[src/rtl/trc_pkg.sv]
package trc_pkg;

   localparam int TRC_CODE_W  = 3;
   localparam int TRC_NUM_SRC = 6;

   typedef enum logic [1:0] {
      PH_OFF  = 2'd0,
      PH_WAIT = 2'd1,
      PH_REC  = 2'd2,
      PH_END  = 2'd3
   } trc_phase_e;

   function automatic logic src_is_reserved(input logic [TRC_CODE_W-1:0] c);
      return (c[1:0] == 2'b11);
   endfunction

   function automatic int unsigned src_slot(input logic [TRC_CODE_W-1:0] c);
      return (c[2] ? 3 : 0) + int'(c[1:0]);
   endfunction

endpackage

[src/rtl/trc_trig_sync.sv]
module trc_trig_sync #(
   parameter int SYNC_STAGES = 2
) (
   input  logic clk,
   input  logic rst_n,
   input  logic trig_in,
   output logic rise,
   output logic fall
);

   generate
      if (SYNC_STAGES < 2) begin : g_bad_stages
         $error("trc_trig_sync: SYNC_STAGES must be at least 2");
      end
   endgenerate

   localparam int TOP = SYNC_STAGES - 1;

   logic [SYNC_STAGES-1:0] chain_q;
   logic                   last_q;

   always_ff @(posedge clk or negedge rst_n) begin
      if (!rst_n) begin
         chain_q <= '0;
         last_q  <= 1'b0;
      end else begin
         chain_q <= {chain_q[SYNC_STAGES-2:0], trig_in};
         last_q  <= chain_q[TOP];
      end
   end

   assign rise = chain_q[TOP] & ~last_q;
   assign fall = ~chain_q[TOP] & last_q;

   assert_single_rise_R4: assert property (@(posedge clk) disable iff (!rst_n)
      rise |=> !rise);
   assert_edge_exclusive_R4: assert property (@(posedge clk) disable iff (!rst_n)
      $onehot0({rise, fall}));

endmodule

[src/rtl/trc_event_pick.sv]
module trc_event_pick #(
   parameter bit CODE0_ALWAYS = 1'b1,
   parameter int CTX_W        = 8
) (
   input  logic [trc_pkg::TRC_CODE_W-1:0] code,
   input  logic                           full,
   input  logic                           ev_watch,
   input  logic                           ev_match,
   input  logic                           ev_perf,
   input  logic                           trig_rise,
   input  logic                           trig_fall,
   input  logic [CTX_W-1:0]               ctx_cur,
   input  logic [CTX_W-1:0]               ctx_prog,
   output logic                           hit
);

   generate
      if (CTX_W < 1) begin : g_bad_ctx
         $error("trc_event_pick: CTX_W must be positive");
      end
   endgenerate

   logic base_ev;
   logic ctx_same;

   generate
      if (CODE0_ALWAYS) begin : g_code0_now
         assign base_ev = 1'b1;
      end else begin : g_code0_full
         assign base_ev = full;
      end
   endgenerate

   assign ctx_same = (ctx_cur == ctx_prog);

   always_comb begin
      unique case (code)
         3'd0:    hit = base_ev;
         3'd1:    hit = ev_watch;
         3'd2:    hit = ev_match;
         3'd3:    hit = ev_perf;
         3'd4:    hit = trig_rise;
         3'd5:    hit = trig_fall;
         3'd6:    hit = ctx_same;
         default: hit = ~ctx_same;
      endcase
   end

endmodule

[src/rtl/trc_src_mux.sv]
module trc_src_mux #(
   parameter int DW = 16
) (
   input  logic [trc_pkg::TRC_CODE_W-1:0]       sel,
   input  logic [trc_pkg::TRC_NUM_SRC*DW-1:0]   bus_flat,
   input  logic [trc_pkg::TRC_NUM_SRC-1:0]      bus_valid,
   output logic [DW-1:0]                        out_data,
   output logic                                 out_valid,
   output logic                                 reserved
);

   localparam int NSRC = trc_pkg::TRC_NUM_SRC;

   generate
      if (DW < 1) begin : g_bad_dw
         $error("trc_src_mux: DW must be positive");
      end
   endgenerate

   logic [DW-1:0] slot [NSRC];

   generate
      for (genvar g = 0; g < NSRC; g++) begin : g_slot
         assign slot[g] = bus_flat[g*DW +: DW];
      end
   endgenerate

   always_comb begin
      out_data  = '0;
      out_valid = 1'b0;
      reserved  = trc_pkg::src_is_reserved(sel);
      for (int i = 0; i < NSRC; i++) begin
         if (!reserved && trc_pkg::src_slot(sel) == i) begin
            out_data  = slot[i];
            out_valid = bus_valid[i];
         end
      end
   end

   assert_reserved_silent_R7: assert final (!(reserved && out_valid));

endmodule

[src/rtl/trc_capture_ctrl.sv]
module trc_capture_ctrl #(
   parameter int DW          = 16,
   parameter int AW          = 3,
   parameter int CTX_W       = 8,
   parameter int SYNC_STAGES = 2
) (
   input  logic                                 clk,
   input  logic                                 rst_n,
   input  logic                                 cap_en,
   input  logic [2:0]                           cfg_start,
   input  logic [2:0]                           cfg_stop,
   input  logic [2:0]                           cfg_src,
   input  logic                                 ev_watch,
   input  logic                                 ev_match,
   input  logic                                 ev_perf,
   input  logic                                 ext_trig,
   input  logic [CTX_W-1:0]                     ctx_cur,
   input  logic [CTX_W-1:0]                     ctx_prog,
   input  logic [trc_pkg::TRC_NUM_SRC*DW-1:0]   src_data,
   input  logic [trc_pkg::TRC_NUM_SRC-1:0]      src_valid,
   output logic                                 wr_en,
   output logic [AW-1:0]                        wr_addr,
   output logic [DW-1:0]                        wr_data,
   output logic                                 st_armed,
   output logic                                 st_trig,
   output logic                                 st_stopped,
   output logic                                 st_err
);

   import trc_pkg::*;

   localparam int DEPTH  = 1 << AW;
   localparam int FILL_W = AW + 1;
   localparam logic [FILL_W-1:0] FILL_MAX = FILL_W'(DEPTH);

   generate
      if (AW < 1 || AW > 20) begin : g_bad_aw
         $error("trc_capture_ctrl: AW out of range");
      end
      if (DW < 1) begin : g_bad_dw
         $error("trc_capture_ctrl: DW must be positive");
      end
   endgenerate

   trc_phase_e              phase_q;
   logic [TRC_CODE_W-1:0]   start_q, stop_q, src_q;
   logic [AW-1:0]           ptr_q;
   logic [FILL_W-1:0]       fill_q;
   logic                    trig_q;

   logic rise, fall, full;
   logic start_hit, stop_hit;
   logic [DW-1:0] sel_data;
   logic sel_valid, sel_res;

   trc_trig_sync #(.SYNC_STAGES(SYNC_STAGES)) u_sync (
      .clk     (clk),
      .rst_n   (rst_n),
      .trig_in (ext_trig),
      .rise    (rise),
      .fall    (fall)
   );

   assign full = (fill_q == FILL_MAX);

   trc_event_pick #(.CODE0_ALWAYS(1'b1), .CTX_W(CTX_W)) u_arm_pick (
      .code      (start_q),
      .full      (full),
      .ev_watch  (ev_watch),
      .ev_match  (ev_match),
      .ev_perf   (ev_perf),
      .trig_rise (rise),
      .trig_fall (fall),
      .ctx_cur   (ctx_cur),
      .ctx_prog  (ctx_prog),
      .hit       (start_hit)
   );

   trc_event_pick #(.CODE0_ALWAYS(1'b0), .CTX_W(CTX_W)) u_end_pick (
      .code      (stop_q),
      .full      (full),
      .ev_watch  (ev_watch),
      .ev_match  (ev_match),
      .ev_perf   (ev_perf),
      .trig_rise (rise),
      .trig_fall (fall),
      .ctx_cur   (ctx_cur),
      .ctx_prog  (ctx_prog),
      .hit       (stop_hit)
   );

   trc_src_mux #(.DW(DW)) u_mux (
      .sel       (src_q),
      .bus_flat  (src_data),
      .bus_valid (src_valid),
      .out_data  (sel_data),
      .out_valid (sel_valid),
      .reserved  (sel_res)
   );

   always_ff @(posedge clk or negedge rst_n) begin
      if (!rst_n) begin
         phase_q <= PH_OFF;
         start_q <= '0;
         stop_q  <= '0;
         src_q   <= '0;
         trig_q  <= 1'b0;
      end else if (!cap_en) begin
         phase_q <= PH_OFF;
         trig_q  <= 1'b0;
      end else begin
         unique case (phase_q)
            PH_OFF: begin
               start_q <= cfg_start;
               stop_q  <= cfg_stop;
               src_q   <= cfg_src;
               phase_q <= PH_WAIT;
            end
            PH_WAIT: begin
               if (start_hit) begin
                  phase_q <= PH_REC;
                  trig_q  <= 1'b1;
               end
            end
            PH_REC: begin
               if (stop_hit) phase_q <= PH_END;
            end
            default: phase_q <= PH_END;
         endcase
      end
   end

   assign wr_en = (phase_q == PH_REC) && sel_valid && !sel_res && !stop_hit;

   always_ff @(posedge clk or negedge rst_n) begin
      if (!rst_n) begin
         ptr_q  <= '0;
         fill_q <= '0;
      end else if (!cap_en) begin
         ptr_q  <= '0;
         fill_q <= '0;
      end else if (wr_en) begin
         ptr_q <= ptr_q + 1'b1;
         if (!full) fill_q <= fill_q + 1'b1;
      end
   end

   assign wr_addr    = ptr_q;
   assign wr_data    = sel_data;
   assign st_armed   = (phase_q == PH_REC);
   assign st_trig    = trig_q;
   assign st_stopped = (phase_q == PH_END);
   assign st_err     = (phase_q != PH_OFF) && src_is_reserved(src_q);

   assert_quiet_when_off_R1: assert property (@(posedge clk) disable iff (!rst_n)
      !cap_en |=> (!wr_en && !st_armed && !st_trig && !st_stopped && !st_err));
   assert_addr_step_R6: assert property (@(posedge clk) disable iff (!rst_n)
      (wr_en && cap_en) |=> (wr_addr == $past(wr_addr) + 1'b1));
   assert_err_blocks_write_R7: assert property (@(posedge clk) disable iff (!rst_n)
      st_err |-> !wr_en);
   assert_full_blocks_write_R8: assert property (@(posedge clk) disable iff (!rst_n)
      (stop_q == 3'd0 && full) |-> !wr_en);
   assert_stop_after_trig_R10: assert property (@(posedge clk) disable iff (!rst_n)
      st_stopped |-> st_trig);
   assert_cfg_frozen_R11: assert property (@(posedge clk) disable iff (!rst_n)
      (phase_q != PH_OFF && cap_en) |=> $stable(start_q) && $stable(stop_q) && $stable(src_q));
   assert_stop_holds_R12: assert property (@(posedge clk) disable iff (!rst_n)
      (st_stopped && cap_en) |=> st_stopped);

endmodule

[config.mk]
export PLATFORM = sky130hd
export DESIGN_NAME = trc_capture_ctrl
export DESIGN_NICKNAME = d
export VERILOG_FILES = /design/src/rtl/trc_pkg.sv /design/src/rtl/trc_trig_sync.sv /design/src/rtl/trc_event_pick.sv /design/src/rtl/trc_src_mux.sv /design/src/rtl/trc_capture_ctrl.sv
export SDC_FILE = /design/constraint.sdc
export NUM_CORES = 1
export LEC_CHECK = 0
export BUFFER_PORTS_ARGS = -buffer_cell sky130_fd_sc_hd__clkbuf_2
export CAP_MARGIN = 20
export CORE_AREA = 2 2 73 75
export CTS_BUF_LIST = sky130_fd_sc_hd__clkbuf_8
export CTS_CLUSTER_SIZE = 40
export DETAILED_ROUTE_END_ITERATION = 8
export DIE_AREA = 0 0 75 77
export PLACE_DENSITY_LB_ADDON = 0.2
export SLEW_MARGIN = 20
export SYNTH_ARGS = -nofsm -noshare
export SYNTH_HDL_FRONTEND = slang
export SYNTH_SLANG_ARGS = --single-unit
[constraint.sdc]
create_clock -name clk -period 3.5 [get_ports clk]
set_input_delay 0.7 -clock clk [delete_from_list [all_inputs] [get_ports clk]]
set_output_delay 0.7 -clock clk [all_outputs]
set_load 0.05 [all_outputs]
# Yosys cells after proc, flatten, opt, wreduce, memory -nomap -nowiden
# Cells that the tools add are included.
[word_totals] regBits=22 latch_bits=0 mem_bits_rw=0 mem_bits_ro=0 out_inout_bits=24 elab_cells=94 mem_count=0
[op_classes] n_addsub=3 n_mul=0 n_div=0 magnitude_cmp=0 n_eq_ne=29 shifts=0 mux=27 bitwise_logic=5 n_reduce_logical=21
[ops] cell="16-bit 2-to-1 mux" count=6
[ops] cell="32-bit by 2-bit == test with 1-bit output (second input constant)" count=2
[ops] cell="32-bit by 3-bit == test with 1-bit output (second input constant)" count=2
[ops] cell="32-bit by 1-bit == test with 1-bit output (second input constant)" count=1
[ops] cell="32-bit zero test" count=1
[ops] cell="3-bit == test (second input constant)" count=6
[ops] cell="1-bit one-hot mux with 7 select lines" count=2
[ops] cell="3-bit by 2-bit == test with 1-bit output (second input constant)" count=4
[ops] cell="4-bit 2-to-1 mux" count=3
[ops] cell="1-bit logical AND" count=10
[ops] cell="1-bit 2-to-1 mux" count=9
[ops] cell="8-bit == test" count=1
[ops] cell="2-bit 2-to-1 mux" count=4
[ops] cell="2-bit AND reduction" count=4
[ops] cell="2-bit == test (second input constant)" count=3
[ops] cell="3-bit by 1-bit == test with 1-bit output (second input constant)" count=2
[ops] cell="3-bit zero test" count=2
[ops] cell="3-bit 2-to-1 mux" count=2
[ops] cell="2-bit by 1-bit != test with 1-bit output (second input constant)" count=3
[ops] cell="2-bit one-hot mux with 3 select lines" count=1
[ops] cell="4-bit by 1-bit adder with 4-bit output (second input constant)" count=1
[ops] cell="4-bit == test (second input constant)" count=1
[ops] cell="2-bit by 2-bit adder with 3-bit output" count=1
[ops] cell="3-bit by 1-bit adder with 3-bit output (second input constant)" count=1
[ops] cell="other kinds (9)" count=13

# Depth between registers and ports, before layout
[logic_depth] ltp_word=15 mapped_depth=9

# Hierarchy
# Synthesis repeated with hierarchy kept, for this count alone.
[unflattened] hier_cells=296 hier_area_um2=2695.1
[modules_own_cells] module="trc_src_mux" instances=1 cells_each=172 area_per_inst_um2=1385.1
[modules_own_cells] module="trc_capture_ctrl" instances=1 cells_each=78 area_per_inst_um2=895.9
[modules_own_cells] module="trc_event_pick (u_end_pick)" instances=1 cells_each=19 area_per_inst_um2=167.7
[modules_own_cells] module="trc_event_pick (u_arm_pick)" instances=1 cells_each=22 area_per_inst_um2=156.4
[modules_own_cells] module="trc_trig_sync" instances=1 cells_each=5 area_per_inst_um2=90.1

# Worst setup path before layout
# OpenSTA, ideal clock, no wires.
[synth_timing] path_type="register to output" start="register src_q[0]" end="output wr_data[12]" arrival_time_ns=2.993 required_ns=2.800 setup_slack_ns=-0.193 path_stages_with_launch=6 path_buffers=0 path_cell_list="dfrtp_1 -> ha_1 -> inv_1 -> fa_1 -> nand2_1 -> o311ai_0"
[synth_via] elab_chain_cells=9 word_cells_on_any_way=21 classes_between="1 x add/sub; 6 x eq/ne; 6 x mux; 8 x reduce/logical"
[synth_lines] element="start, declared" line="trc_capture_ctrl.sv:46" text="logic [TRC_CODE_W-1:0] start_q, stop_q, src_q;"
[synth_lines] element="start signal, assigned" line="trc_capture_ctrl.sv:116" text="src_q <= cfg_src;"
[synth_lines] element="2-bit by 2-bit adder with 3-bit output / 2-bit == test (equally long branches)" line="trc_pkg.sv:18, trc_pkg.sv:14"
[synth_lines] element="32-bit zero test / 1-bit zero test (equally long branches)" line="trc_src_mux.sv:33" text="if (!reserved && trc_pkg::src_slot(sel) == i) begin"
[synth_lines] element="1-bit logical AND" line="trc_src_mux.sv:33"
[synth_lines] element="16-bit 2-to-1 mux (5 in a row)" line="trc_src_mux.sv:33"
[synth_lines] element="16-bit 2-to-1 mux (*)" line="trc_src_mux.sv:33"
[synth_lines] element="end, declared" line="trc_capture_ctrl.sv:23" text="output logic [DW-1:0] wr_data,"
# Mark *: on every way between the ends. The rest lies on a longest branch, timed or not.

# Worst setup path after layout
[layout_timing] start="register src_q[0]" end="output wr_data[6]"
# Same word-level chain as after synthesis.

==> reports/results.ini <==
[global_routing]
grt_max_degree=32
gr-total-overflow=0
antenna_found_initial=0
grt_first_pass_wirelength_um=9980
grt_usage_pct=21.9
grt_pass1_vias=2198

[sta]
min_period_over_period_pct=95.3
rsz0062_at_grt=no
slew_violations=0
finalSetupViolCount=0
fmax_mhz=300
worst_clock_skew_ps=2.56
hold_viol=0
worst_pin_slew_ps=589
period_needed_ps=3330
slew_headroom_pct=60.7
setup_ws_ps=166

[yosys]
syn_inst=199
syn_area_um2=1940
yosys.area_share.adder_pct=3.61
synth.cells.most_frequent=30 x a222oi_1, 23 x mux2i_1, 22 x dfrtp_1
synth_top_family_by_area=compound AO/OA/AOI/OAI gates
synth-edff-count=0
yosysUniqueCellTypes=42
synthMuxAreaShare_pct=16.5
synth_nets=338
synth-simple-area-share_pct=17.5
synth_flop_cell=dfrtp_1
yosysWarnings=0
synth_top_cell_area_share_pct=28.4
postSynthAreaPerCell_um2=9.75
synth-compound-area-share_pct=25.2
synth_seq_cells=22
yosysTopAreaCell=dfrtp_1
synth.area.top_cells=dfrtp_1 28%, a222oi_1 15%, mux2i_1 12%
seq_area_frac_synth_pct=28.4
synthXorXnorAreaFrac_pct=4.06
async_reset_ff_share_pct=100
yosysMostFrequentCell=a222oi_1

[cts]
cts.sinks=22
clock_latency_ps=260
cts_made_buffers=3
htree_levels=1
cts-root-buf=clkbuf_8
holdBufCountCts=0
clock_path_buffers=2
post-cts-setup-buffers=0
cts_tree=built
clkTransAtPathRegs_ps=90

[final_layout]
drive_gt1_share_pct=52.7
area_growth_pct=48.2
multi_input_area_um2=1320
nets=489
nFillCells=477
register_area_um2=551
diodes=0

[setup_path]
worst_setup_path_start_kind=flip-flop
worst_ep_required_time_ps=2800
cp_max_fo=31
critical_path_class=reg2out
r2r-end=fill_q[1]$_DFFE_PN0P_
r2r_cells=10
r2r_start=src_q[0]$_DFFE_PN0P_
worstPathArrival_ps=2630
end_kind=primary output
rrSetupSlack_ps=1010

[drt]
postRouteAntennaNets=0
routed_wl_um=6470
drt-initial-drc-count=152
drt_pass1_iterations=9
vias=2289
drc=0
routedWlPerCell_um=15.4
routed_via_density=5.46

[floorplanning]
ioPinCount=158
die_x_um=75
std_cell_rows=26
core_area_um2=4980
fp.dieArea_um2=5780
initial_core_util_pct=39.0
die_h_um=77

[min_path]
hp-class=reg2reg
worstHoldEndpoint=u_sync.chain_q[1]$_DFF_PN0_
min_path_cells=0
hold_start=u_sync.chain_q[0]$_DFF_PN0_

[placement]
place_congestion=0.871
port_buffers=157
pre_cts_slack_ps=-51.8
dp_hpwl_um=5210

[flow_run]
drv_cap=0

[run_status]
status=complete, no violations

state kept, by name (all words and copies together), names as in the netlist:
register and cells:
start_q 3, u_sync.last_q 1, u_sync.chain_q 2, fill_q 4
phase_q 2, stop_q 3, src_q 3, st_trig 1
wr_addr 3
layout make-up:
class | instances | area share [%]
flip-flops and latches | 22 | 19.1
multi-input cells | 155 | 45.9
clock buffers | 3 | 1.44
inverters | 7 | 0.913
repair buffers | 161 | 28.5
well taps | 70 | 3.04
clock inverters | 1 | 1.04
logic make-up (layout without fill, tap and decap cells):
group                      count (synthesis)  count (layout)
AOI/OAI and AO/OA                         57              57
adders and majority gates                  5               5
DFF                                       22              22
buffers and inverters                     23             172
xor gates and xnor gates                   9               9
muxes                                     31              31
and+or+nand+nor                           52              53
per-stage QoR:
stage                     utilization [%]  TNS, ps  cells  hold slack, ps  cell area, µm²
final                                57.8        0    419             367            2880
after global routing                 57.8        0    419             377            2880
after CTS                            57.5        0    418             371            2860
after detailed placement             56.0    -63.8    414             348            2790
after global placement               56.0    -17.5    414             344            2790
after floorplan                         -        0    199             331            1940
per-layer routing:
metal	up-vias	GRT usage (%)	part of all wire, %
met1	1061	24.9	36
li1	1107	-	-
met5	-	0	0
met2	109	38.9	53
met3	12	5.39	8.1
met4	0	7.50	2.3
worst max-delay path by stage:
stage                         startpoint    endpoint  slack [ps]  cells after the start
CTS                 src_q[0]$_DFFE_PN0P_  wr_data[9]           9                      8
global placement    src_q[0]$_DFFE_PN0P_  wr_data[9]         -20                      8
global route        src_q[0]$_DFFE_PN0P_  wr_data[8]           1                      9
finish              src_q[0]$_DFFE_PN0P_  wr_data[6]         170                      9
detailed placement  src_q[0]$_DFFE_PN0P_  wr_data[9]         -50                      8
floorplan           src_q[0]$_DFFE_PN0P_  wr_data[0]          80                      8
worst max-delay path, stage by stage, from the launching register on:
cell	delay, ps
dfrtp_1	420
ha_1	200
inv_1	60
fa_1	460
nand2b_1	200
a21oi_2	140
buf_6	250
a222oi_1	160
mux2i_1	160
clkbuf_2	320
what timing repair did:
action,CTS,global route
pin swaps,0,1
cloned,0,1
hold endpoints to repair,0,0
endpoints found under the setup margin,15,15
gates resized for setup,1,4
layout by cell type, fill, tap and decap left out, types with 6 or more instances in the layout:
cell / synthesis / layout
o21ai_0: 6 / 6
nand2b_1: 6 / 6
a21oi_1: 7 / 6
clkbuf_2: 0 / 155
mux2_2: 8 / 8
nand2_1: 17 / 17
a222oi_1: 30 / 30
xor2_1: 9 / 9
dfrtp_1: 22 / 22
mux2i_1: 23 / 23
inv_1: 7 / 7
Power is left out: the tool's default activity adds up to more than one toggle a clock period on the data nets, which glitch-free logic cannot reach.
